[src/rtl/uls_pkg.sv]
package uls_pkg;

  // bit positions in the status word
  localparam int unsigned ST_RDY  = 0;
  localparam int unsigned ST_OVR  = 1;
  localparam int unsigned ST_PAR  = 2;
  localparam int unsigned ST_FRM  = 3;
  localparam int unsigned ST_BRK  = 4;
  localparam int unsigned ST_THRE = 5;
  localparam int unsigned ST_TEMT = 6;
  localparam int unsigned ST_ESUM = 7;

  localparam int unsigned MAX_FRAME_BITS = 12;

  typedef struct packed {
    logic       bi;
    logic       fe;
    logic       pe;
    logic [7:0] data;
  } rx_entry_t;

  // bits in one frame: start + data + optional parity + stop
  function automatic int unsigned frame_bits(input logic [1:0] len_code,
                                             input logic parity,
                                             input logic two_stop);
    int unsigned n;
    n = 1 + 5 + int'(len_code);
    if (parity) n = n + 1;
    n = n + (two_stop ? 2 : 1);
    return n;
  endfunction

  function automatic logic entry_tagged(input rx_entry_t e);
    return e.pe | e.fe | e.bi;
  endfunction

endpackage

[src/rtl/uls_rx_fifo.sv]
module uls_rx_fifo #(
  parameter int unsigned DEPTH = 16
) (
  input  logic              clk,
  input  logic              rst_n,
  input  logic              push,
  input  logic              pop,
  input  uls_pkg::rx_entry_t din,
  output uls_pkg::rx_entry_t head,
  output logic              empty,
  output logic              full,
  output logic              push_ok,
  output logic              pop_ok
);
  localparam int unsigned AW = (DEPTH > 1) ? $clog2(DEPTH) : 1;
  localparam int unsigned CW = $clog2(DEPTH + 1);

  uls_pkg::rx_entry_t mem [DEPTH];
  logic [AW-1:0] wr_ptr, rd_ptr;
  logic [CW-1:0] level;

  assign empty   = (level == '0);
  assign full    = (level == CW'(DEPTH));
  assign pop_ok  = pop & ~empty;
  assign push_ok = push & (~full | pop_ok);
  assign head    = mem[rd_ptr];

  function automatic logic [AW-1:0] ptr_inc(input logic [AW-1:0] p);
    return (p == AW'(DEPTH - 1)) ? '0 : p + AW'(1);
  endfunction

  always_ff @(posedge clk) begin
    if (push_ok) mem[wr_ptr] <= din;
  end

  always_ff @(posedge clk or negedge rst_n) begin
    if (!rst_n) begin
      wr_ptr <= '0;
      rd_ptr <= '0;
      level  <= '0;
    end else begin
      if (push_ok) wr_ptr <= ptr_inc(wr_ptr);
      if (pop_ok)  rd_ptr <= ptr_inc(rd_ptr);
      case ({push_ok, pop_ok})
        2'b10:   level <= level + CW'(1);
        2'b01:   level <= level - CW'(1);
        default: level <= level;
      endcase
    end
  end
endmodule

[src/rtl/uls_err_track.sv]
module uls_err_track #(
  parameter int unsigned DEPTH = 16,
  localparam int unsigned CW = $clog2(DEPTH + 1)
) (
  input  logic          clk,
  input  logic          rst_n,
  input  logic          add_tagged,
  input  logic          drop_tagged,
  input  logic          status_rd,
  output logic [CW-1:0] err_count,
  output logic          err_sum
);
  logic [CW-1:0] count_nx;

  always_comb begin
    count_nx = err_count;
    if (add_tagged && !drop_tagged)      count_nx = err_count + CW'(1);
    else if (drop_tagged && !add_tagged) count_nx = err_count - CW'(1);
  end

  always_ff @(posedge clk or negedge rst_n) begin
    if (!rst_n) begin
      err_count <= '0;
      err_sum   <= 1'b0;
    end else begin
      err_count <= count_nx;
      err_sum   <= (count_nx != '0) | (err_sum & ~status_rd);
    end
  end
endmodule

[src/rtl/uls_break_det.sv]
module uls_break_det #(
  parameter int unsigned OSR = 16,
  localparam int unsigned CW = $clog2(OSR * uls_pkg::MAX_FRAME_BITS + 2)
) (
  input  logic          clk,
  input  logic          rst_n,
  input  logic          sample_tick,
  input  logic          serial_in,
  input  logic [CW-1:0] threshold,
  output logic          brk_evt
);
  logic [CW-1:0] low_cnt;

  // fires once, on the first low sample beyond the threshold
  assign brk_evt = sample_tick & ~serial_in & (low_cnt == threshold);

  always_ff @(posedge clk or negedge rst_n) begin
    if (!rst_n) begin
      low_cnt <= '0;
    end else if (sample_tick) begin
      if (serial_in)                low_cnt <= '0;
      else if (low_cnt <= threshold) low_cnt <= low_cnt + CW'(1);
    end
  end
endmodule

[src/rtl/uls_tx_track.sv]
module uls_tx_track #(
  parameter int unsigned LW = 5
) (
  input  logic          clk,
  input  logic          rst_n,
  input  logic          thr_write,
  input  logic          tx_load,
  input  logic [LW-1:0] tx_level,
  input  logic          tx_shift_empty,
  input  logic          irq_en,
  output logic          thre,
  output logic          temt,
  output logic          irq
);
  logic last_load;

  assign last_load = tx_load & (tx_level == LW'(1));
  assign temt      = thre & tx_shift_empty & (tx_level == '0);
  assign irq       = thre & irq_en;

  always_ff @(posedge clk or negedge rst_n) begin
    if (!rst_n)         thre <= 1'b1;
    else if (thr_write) thre <= 1'b0;
    else if (last_load) thre <= 1'b1;
  end
endmodule

[src/rtl/uls_sticky.sv]
module uls_sticky #(
  parameter int unsigned N = 4
) (
  input  logic         clk,
  input  logic         rst_n,
  input  logic [N-1:0] set,
  input  logic         clr,
  output logic [N-1:0] q
);
  for (genvar i = 0; i < N; i++) begin : g_bit
    always_ff @(posedge clk or negedge rst_n) begin
      if (!rst_n) q[i] <= 1'b0;
      else        q[i] <= set[i] | (q[i] & ~clr);
    end
  end
endmodule

[src/rtl/uart_line_status.sv]
module uart_line_status #(
  parameter int unsigned DEPTH      = 16,
  parameter int unsigned OSR        = 16,
  parameter int unsigned ADDR_W     = 8,
  parameter int unsigned STATUS_OFS = 'h14,
  parameter int unsigned LW         = 5
) (
  input  logic              clk,
  input  logic              rst_n,
  input  logic              rd_en,
  input  logic [ADDR_W-1:0] rd_addr,
  output logic [7:0]        rd_data,
  input  logic              rx_push,
  input  logic [7:0]        rx_char,
  input  logic              rx_pe,
  input  logic              rx_fe,
  input  logic              rx_bi,
  input  logic              rx_pop,
  output logic [7:0]        rx_dout,
  input  logic              serial_in,
  input  logic              sample_tick,
  input  logic [1:0]        cfg_len,
  input  logic              cfg_parity,
  input  logic              cfg_two_stop,
  input  logic              thr_write,
  input  logic              tx_load,
  input  logic [LW-1:0]     tx_level,
  input  logic              tx_shift_empty,
  input  logic              thre_irq_en,
  output logic              tx_irq
);
  import uls_pkg::*;

  localparam int unsigned ECW = $clog2(DEPTH + 1);
  localparam int unsigned BCW = $clog2(OSR * MAX_FRAME_BITS + 2);
  localparam int unsigned NSTICKY = 4;

  // named internal events
  logic            status_rd;
  logic            rx_accept, rx_pop_ok, rx_empty, rx_full;
  logic            overrun_evt, pe_set, fe_set, brk_evt;
  logic [ECW-1:0]  err_count;
  logic            err_sum, thre, temt;
  logic [BCW-1:0]  brk_threshold;
  logic [NSTICKY-1:0] sticky_set, sticky_q;
  logic [7:0]      status_word;
  rx_entry_t       rx_in, rx_head;

  assign status_rd = rd_en & (rd_addr == ADDR_W'(STATUS_OFS));

  assign rx_in = '{bi: rx_bi, fe: rx_fe, pe: rx_pe, data: rx_char};

  uls_rx_fifo #(.DEPTH(DEPTH)) u_fifo (
    .clk     (clk),
    .rst_n   (rst_n),
    .push    (rx_push),
    .pop     (rx_pop),
    .din     (rx_in),
    .head    (rx_head),
    .empty   (rx_empty),
    .full    (rx_full),
    .push_ok (rx_accept),
    .pop_ok  (rx_pop_ok)
  );

  assign rx_dout     = rx_head.data;
  assign overrun_evt = rx_push & ~rx_accept;
  assign pe_set      = rx_accept & rx_pe;
  assign fe_set      = rx_accept & rx_fe;

  uls_err_track #(.DEPTH(DEPTH)) u_err (
    .clk         (clk),
    .rst_n       (rst_n),
    .add_tagged  (rx_accept & entry_tagged(rx_in)),
    .drop_tagged (rx_pop_ok & entry_tagged(rx_head)),
    .status_rd   (status_rd),
    .err_count   (err_count),
    .err_sum     (err_sum)
  );

  assign brk_threshold = BCW'(OSR * frame_bits(cfg_len, cfg_parity, cfg_two_stop));

  uls_break_det #(.OSR(OSR)) u_brk (
    .clk         (clk),
    .rst_n       (rst_n),
    .sample_tick (sample_tick),
    .serial_in   (serial_in),
    .threshold   (brk_threshold),
    .brk_evt     (brk_evt)
  );

  uls_tx_track #(.LW(LW)) u_tx (
    .clk            (clk),
    .rst_n          (rst_n),
    .thr_write      (thr_write),
    .tx_load        (tx_load),
    .tx_level       (tx_level),
    .tx_shift_empty (tx_shift_empty),
    .irq_en         (thre_irq_en),
    .thre           (thre),
    .temt           (temt),
    .irq            (tx_irq)
  );

  // sticky order: overrun, parity, framing, break (status bits 1..4)
  assign sticky_set = {brk_evt, fe_set, pe_set, overrun_evt};

  uls_sticky #(.N(NSTICKY)) u_sticky (
    .clk   (clk),
    .rst_n (rst_n),
    .set   (sticky_set),
    .clr   (status_rd),
    .q     (sticky_q)
  );

  always_comb begin
    status_word          = '0;
    status_word[ST_RDY]  = ~rx_empty;
    status_word[ST_OVR]  = sticky_q[0];
    status_word[ST_PAR]  = sticky_q[1];
    status_word[ST_FRM]  = sticky_q[2];
    status_word[ST_BRK]  = sticky_q[3];
    status_word[ST_THRE] = thre;
    status_word[ST_TEMT] = temt;
    status_word[ST_ESUM] = err_sum;
  end

  assign rd_data = status_rd ? status_word : 8'h00;

endmodule

[config.mk]
export PLATFORM = sky130hd
export DESIGN_NAME = uart_line_status
export DESIGN_NICKNAME = d
export VERILOG_FILES = /design/src/rtl/uls_pkg.sv /design/src/rtl/uls_rx_fifo.sv /design/src/rtl/uls_err_track.sv /design/src/rtl/uls_break_det.sv /design/src/rtl/uls_tx_track.sv /design/src/rtl/uls_sticky.sv /design/src/rtl/uart_line_status.sv
export SDC_FILE = /design/constraint.sdc
export NUM_CORES = 1
export LEC_CHECK = 0
export ABC_AREA = 1
export ABC_CLOCK_PERIOD_IN_PS = 2650
export BUFFER_PORTS_ARGS = -buffer_cell sky130_fd_sc_hd__buf_2
export CAP_MARGIN = 40
export CORE_UTILIZATION = 35
export CTS_CLUSTER_DIAMETER = 80
export CTS_CLUSTER_SIZE = 10
export DETAILED_ROUTE_END_ITERATION = 10
export SLEW_MARGIN = 20
export SYNTH_ARGS = -nofsm -noshare
export SYNTH_HDL_FRONTEND = slang
export SYNTH_SLANG_ARGS = --single-unit
[constraint.sdc]
create_clock -name clk -period 2.65 [get_ports clk]
set_input_delay 0.53 -clock clk [delete_from_list [all_inputs] [get_ports clk]]
set_output_delay 0.53 -clock clk [all_outputs]
set_load 0.02 [all_outputs]
# [Yosys cells after proc, flatten, opt, wreduce, memory -nomap -nowiden]
# Memories as Yosys holds them, arrays and structs flattened.
# Index checks and enable logic that the tools add are counted.
# W data, S select, Z words.
[word_totals] register_bits=32 mem_bits_rw=176 in_bits=39 word_cells=90 n_memories=1
[op_classes] add_sub_neg=10 n_lt_le_gt_ge=1 n_eq_ne=8 muxes=14 bitwise=34 reduce_logical=11
[memory_table] name="u_fifo.mem" depth=16 word_bits=11 rd=1 rd_ports_with_merged_regs=0 wr=1 line_no="uls_rx_fifo.sv:18" source="uls_pkg::rx_entry_t mem [DEPTH];"
[op_table] cell="$mux W8" n=3
[op_table] cell="$and A1 B1 Y1" n=19
[op_table] cell="$add A4 B1 Y4 const B" n=3
[op_table] cell="$mux W4" n=3
[op_table] cell="$add A5 B1 Y5 const B" n=2
[op_table] cell="$logic_not A5 Y1" n=2
[op_table] cell="$mux W5" n=2
[op_table] cell="$or A1 B1 Y1" n=10
[op_table] cell="$pmux W5 S2" n=1
[op_table] cell="$sub A5 B1 Y5 const B" n=2
[op_table] cell="$add A8 B1 Y8 const B" n=1
[op_table] cell="$eq A4 B4 Y1 const B" n=2
[op_table] cell="$eq A8 B5 Y1 const B" n=1
[op_table] cell="$eq A8 B8 Y1" n=1
[op_table] cell="$le A8 B8 Y1" n=1
[op_table] cell="$reduce_bool A2 Y1" n=3
[op_table] cell="$eq A5 B1 Y1 const B" n=1
[op_table] cell="$eq A5 B5 Y1 const B" n=1
[op_table] cell="$not A1 Y1" n=5
[op_table] cell="$reduce_bool A5 Y1" n=1
[op_table] cell="$add A3 B2 Y4 const A" n=1
[op_table] cell="$add A4 B2 Y4" n=1
[op_table] cell="$mux W1" n=4
[op_table] cell="$eq A2 B1 Y1 const B" n=1
[op_table] cell="5 further kinds" n=7

# [Logic depth before layout (Yosys ltp)]
[logic_depth] ltp_word=12 ltp_mapped=19 ltp_nobuf=19

# [Modules after synthesis]
# Synthesis repeated with hierarchy kept, for this count alone.
[hier_totals] hier_cells=870 hier_area_um2=9491.6
[modules_own_cells] mod="uls_rx_fifo" n_inst=1 cells_each=613 area_per_inst_um2=7823.8
[modules_own_cells] mod="uls_break_det" n_inst=1 cells_each=112 area_per_inst_um2=732.0
[modules_own_cells] mod="uls_err_track" n_inst=1 cells_each=58 area_per_inst_um2=400.4
[modules_own_cells] mod="uart_line_status" n_inst=1 cells_each=57 area_per_inst_um2=292.8
[modules_own_cells] mod="uls_sticky" n_inst=1 cells_each=17 area_per_inst_um2=148.9
[modules_own_cells] mod="uls_tx_track" n_inst=1 cells_each=13 area_per_inst_um2=93.8

# [Worst setup path after synthesis]
# Ideal clock, no wire load.
[synth_timing] kind="in2reg" from="input cfg_len[1]" to="register u_brk.low_cnt[6]" setup_time_ps=71 arrival_ps=2916 t_required_ps=2579 path_slack_ps=-337 path_stages=17 cell_sequence="inv_1 -> ha_1 -> a21oi_1 -> inv_1 -> fa_1 -> xnor2_1 -> ha_1 -> nand2_1 -> nor3_1 -> nand4_1 -> nand3_1 -> nand2_1 -> nor3_1 -> nand3_1 -> o21ai_0 -> nand2_1 -> nor2_1"
[synth_via] elab_chain_cells=7
[synth_rtl] item="start: declaration" line_no="uart_line_status.sv:22" source="input logic [1:0] cfg_len,"
[synth_rtl] item="$add A3 B2 Y4 (*)" line_no="uls_pkg.sv:27" source="n = 1 + 5 + int'(len_code);"
[synth_rtl] item="$add A4 B1 Y4" line_no="uls_pkg.sv:28" source="if (parity) n = n + 1;"
[synth_rtl] item="$mux W4 (*)" line_no="uls_pkg.sv:28"
[synth_rtl] item="$add A4 B2 Y4 (*)" line_no="uls_pkg.sv:29" source="n = n + (two_stop ? 2 : 1);"
[synth_rtl] item="$le A8 B8 Y1 (*)" line_no="uls_break_det.sv:22" source="else if (low_cnt <= threshold) low_cnt <= low_cnt + CW'(1);"
[synth_rtl] item="$reduce_bool A2 Y1 (no line) (*)"
[synth_rtl] item="$reduce_and A2 Y1 (no line) (*)"
[synth_rtl] item="end signal: assignment" line_no="uls_break_det.sv:22"
[synth_rtl] item="end: declaration" line_no="uls_break_det.sv:12" source="logic [CW-1:0] low_cnt;"
# Every way passes the cells marked *; elsewhere a longest branch is shown, timed or not.
# A chain may end at the register's enable or synchronous reset.

# [Final worst setup path]
[layout_timing] from="register u_fifo.rd_ptr[0]" to="output rx_dout[7]"
[layout_via] elab_chain_cells=1
[layout_rtl] item="start: declaration" line_no="uls_rx_fifo.sv:19" source="logic [AW-1:0] wr_ptr, rd_ptr;"
[layout_rtl] item="start signal: assignment" line_no="uls_rx_fifo.sv:43" source="if (pop_ok) rd_ptr <= ptr_inc(rd_ptr);"
[layout_rtl] item="$mem_v2 Z16 W11"
[layout_rtl] item="end: declaration" line_no="uart_line_status.sv:19" source="output logic [7:0] rx_dout,"
# No other way between the ends.

==> reports/metrics.cfg <==
[floorplan]
start_util_pct=35.5
pin_count=56
num_rows=58
die_h_um=162
floorplan.die.width_um=162
die-area_um2=26100
core-area_um2=25100

[global_routing]
grt_pass1_vias=5734
grt_pass1_wl_um=30900
grt_max_degree=39
overflow=0
antenna_found_initial=0
grt.total_usage_pct=15.3

[logic_synthesis]
synth_edf_count=176
synth_cells=771
ys_async_sr_fraction_pct=15.4
yosysSeqAreaShare_pct=68.3
synthesis.area_um2=8910
syn_avg_cell_area_um2=11.6
synth_cell_types=42
syn_nets=832
yosys_warnings=0
ys_ff_latch=208
synth_ff_type=edfxtp_1

[sta]
whs_ns=0.132
post-route-min-period_ns=2.64
tightest_slew_ns=0.454
finClkSkew_ns=0.0108
setup_viol=0
final-hold-violation-count=0
slew_violations=0
fmax_mhz=379
grt_setup_unrepaired=true
slew_headroom_pct=69.5
min_period_over_period_pct=99.7

[worst_setup_path]
start_kind=register
ff2ff_setup_slack_ns=0.22
cp_max_fo=17
crit_end=rx_dout[7]
cp-startpoint=u_fifo.rd_ptr[0]
crit_type=reg2out
end_kind=output port
reg2reg_to=u_fifo.level[4]
rr_worst_depth=13
r2r_start=u_fifo.level[0]
required_ns=2.12
arrival_ns=2.11

[power]
p_total_uw=10900
peakVddDrop_v=0.000644
powerDensity_nw_per_um2=996
p_leak_uw=0.00422

[drt]
top_layer_used=met4
ant_nets=0
drt_iter0_markers=456
wl_met1_um=8900
routed-via-count=6097
drt_wl_total_um=20200
routedWlPerCell_um=16.5
drt-pass1-iter-count=7
met3WireLength_um=1060
met2_length_um=9610
avgViaCountPerCell=4.97
drc=0

[placed_design]
gp_congestion=0.769
dp_hpwl_um=12200
place_area_um2=9900
place_inst=1172
portBuffers=55

[cts]
cts_made_buffers=24
cts.sinks=208
clkLatencyLatePin_ns=0.51
clk_path_buf_depth=3
clk_pin_slew_ns=0.06
cts_max_level=1
cts_root_buffer=clkbuf_16
cts_tree=built

[final_layout]
fin_area_um2=10900
fillCellCount=2383
stdcell_count=1227
drive_gt1_share_pct=19.0
diodes=0
final_cell_mix=176 x edfxtp_1, 125 x nor2_1, 97 x nand2_1
final_nets=940
syn_to_final_growth_pct=22.2
layout_commonest_cell=edfxtp_1

[min_path]
hp-class=in2reg

[status]
status=finished, final reports clean

[flow_run]
maxCapViolCount=0

[sequential cells by signal (all words and copies together) (netlist names)]
register,count
u_fifo.level,5
u_fifo.rd_ptr,4
u_fifo.mem,176
u_fifo.wr_ptr,4
u_tx.thre,1
u_brk.low_cnt,8
u_err.err_sum,1
u_err.err_count,5
u_sticky.q,4
[worst min-delay path by stage]
stage | from | endpoint | slack (ns) | cells past startpoint
final | thr_write | u_tx.thre | 0.13 | 2
after global routing | thr_write | u_tx.thre | 0.13 | 2
after CTS | thr_write | u_tx.thre | 0.11 | 2
after detailed placement | u_fifo.level[4] | u_fifo.level[4] | 0.48 | 1
after global placement | u_fifo.level[4] | u_fifo.level[4] | 0.49 | 1
after floorplan | rst_n | u_brk.low_cnt[0] | 0.23 | 0
[cell type report]
cell class / instances / area [um2] / share of cell area [%]
Sequential cell: 208 / 6090 / 55.9
Clock buffer: 44 / 707 / 6.49
Inverter: 63 / 262 / 2.40
Tap cell: 330 / 413 / 3.79
Timing Repair Buffer: 111 / 862 / 7.91
Multi-Input combinational cell: 471 / 2560 / 23.5
[critical path: stages, from the launching register on]
cell and delay (ns):
dfrtp_2 0.51, inv_8 0.14, buf_12 0.15, o21ai_0 0.08
o221ai_1 0.23, nand3_1 0.20, nand3_1 0.12, buf_2 0.16
[stage by stage]
step | TNS (ns) | utilization (%) | setup WS (ns)
4_1_cts | 0 | 42.5 | 0.00609
3_5_place_dp | -3.40 | 39.4 | -0.546
3_3_place_gp | -2.70 | 39.4 | -0.471
2_1_floorplan | -0.489 | - | -0.229
6_report | 0 | 43.4 | 0.00856
5_1_grt | -0.402 | 43.4 | -0.127
[repair_timing]
| item | in CTS | in global routing |
|---|---|---|
| setup buffers | 0 | 6 |
| pin swaps | 1 | 22 |
| endpoints found under the hold margin | 0 | 1 |
| cloned | 1 | 2 |
| setup endpoints to repair | 9 | 12 |
| hold buffers | 0 | 1 |
| resized for setup | 5 | 37 |
[cell families (layout without fill, tap and decap cells)]
group	after synthesis	after routing	share of synthesized area (%)
flip-flops	208	208	68.3
multiplexers	1	1	0.112
XOR/XNOR	12	12	1.18
AO/OA/AOI/OAI	143	143	9.07
adder cells (fa/ha/maj)	22	22	3.26
AND/OR/NAND/NOR	293	293	14.1
buffers and inverters	92	218	4.04
[cell usage after synthesis (2+ instances only)]
| master | instances | area share, % |
|---|---|---|
| a21oi_1 | 17 | 0.95 |
| buf_2 | 3 | 0.17 |
| clkbuf_1 | 24 | 1.0 |
| clkinv_1 | 3 | 0.13 |
| dfrtp_1 | 31 | 8.7 |
| edfxtp_1 | 176 | 59 |
| fa_1 | 2 | 0.45 |
| ha_1 | 20 | 2.8 |
| inv_1 | 54 | 2.3 |
| inv_2 | 6 | 0.25 |
| nand2_1 | 99 | 4.2 |
| nand3_1 | 41 | 2.3 |
| nand3b_1 | 3 | 0.25 |
| nand4_1 | 4 | 0.28 |
| nor2_1 | 127 | 5.3 |
| nor3_1 | 8 | 0.45 |
| o211ai_1 | 5 | 0.42 |
| o21ai_0 | 82 | 4.6 |
| o21ai_1 | 2 | 0.11 |
| o221ai_1 | 11 | 1.1 |
| o22ai_1 | 22 | 1.5 |
| xnor2_1 | 3 | 0.29 |
| xor2_1 | 9 | 0.88 |
[report_power, final]
group	internal, uW	switching (uW)
Sequential	3960	250
Clock	1780	1220
Combinational	1370	2270
Total	7120	3740
[per-layer routing]
| metal | up-vias | global-route usage [%] |
|---|---|---|
| li1 | 2937 | - |
| met1 | 2919 | 20.4 |
| met2 | 198 | 25.3 |
| met3 | 43 | 2.29 |
| met4 | 0 | 5.40 |
| met5 | - | 0 |
(Power assumes the default switching activity.)
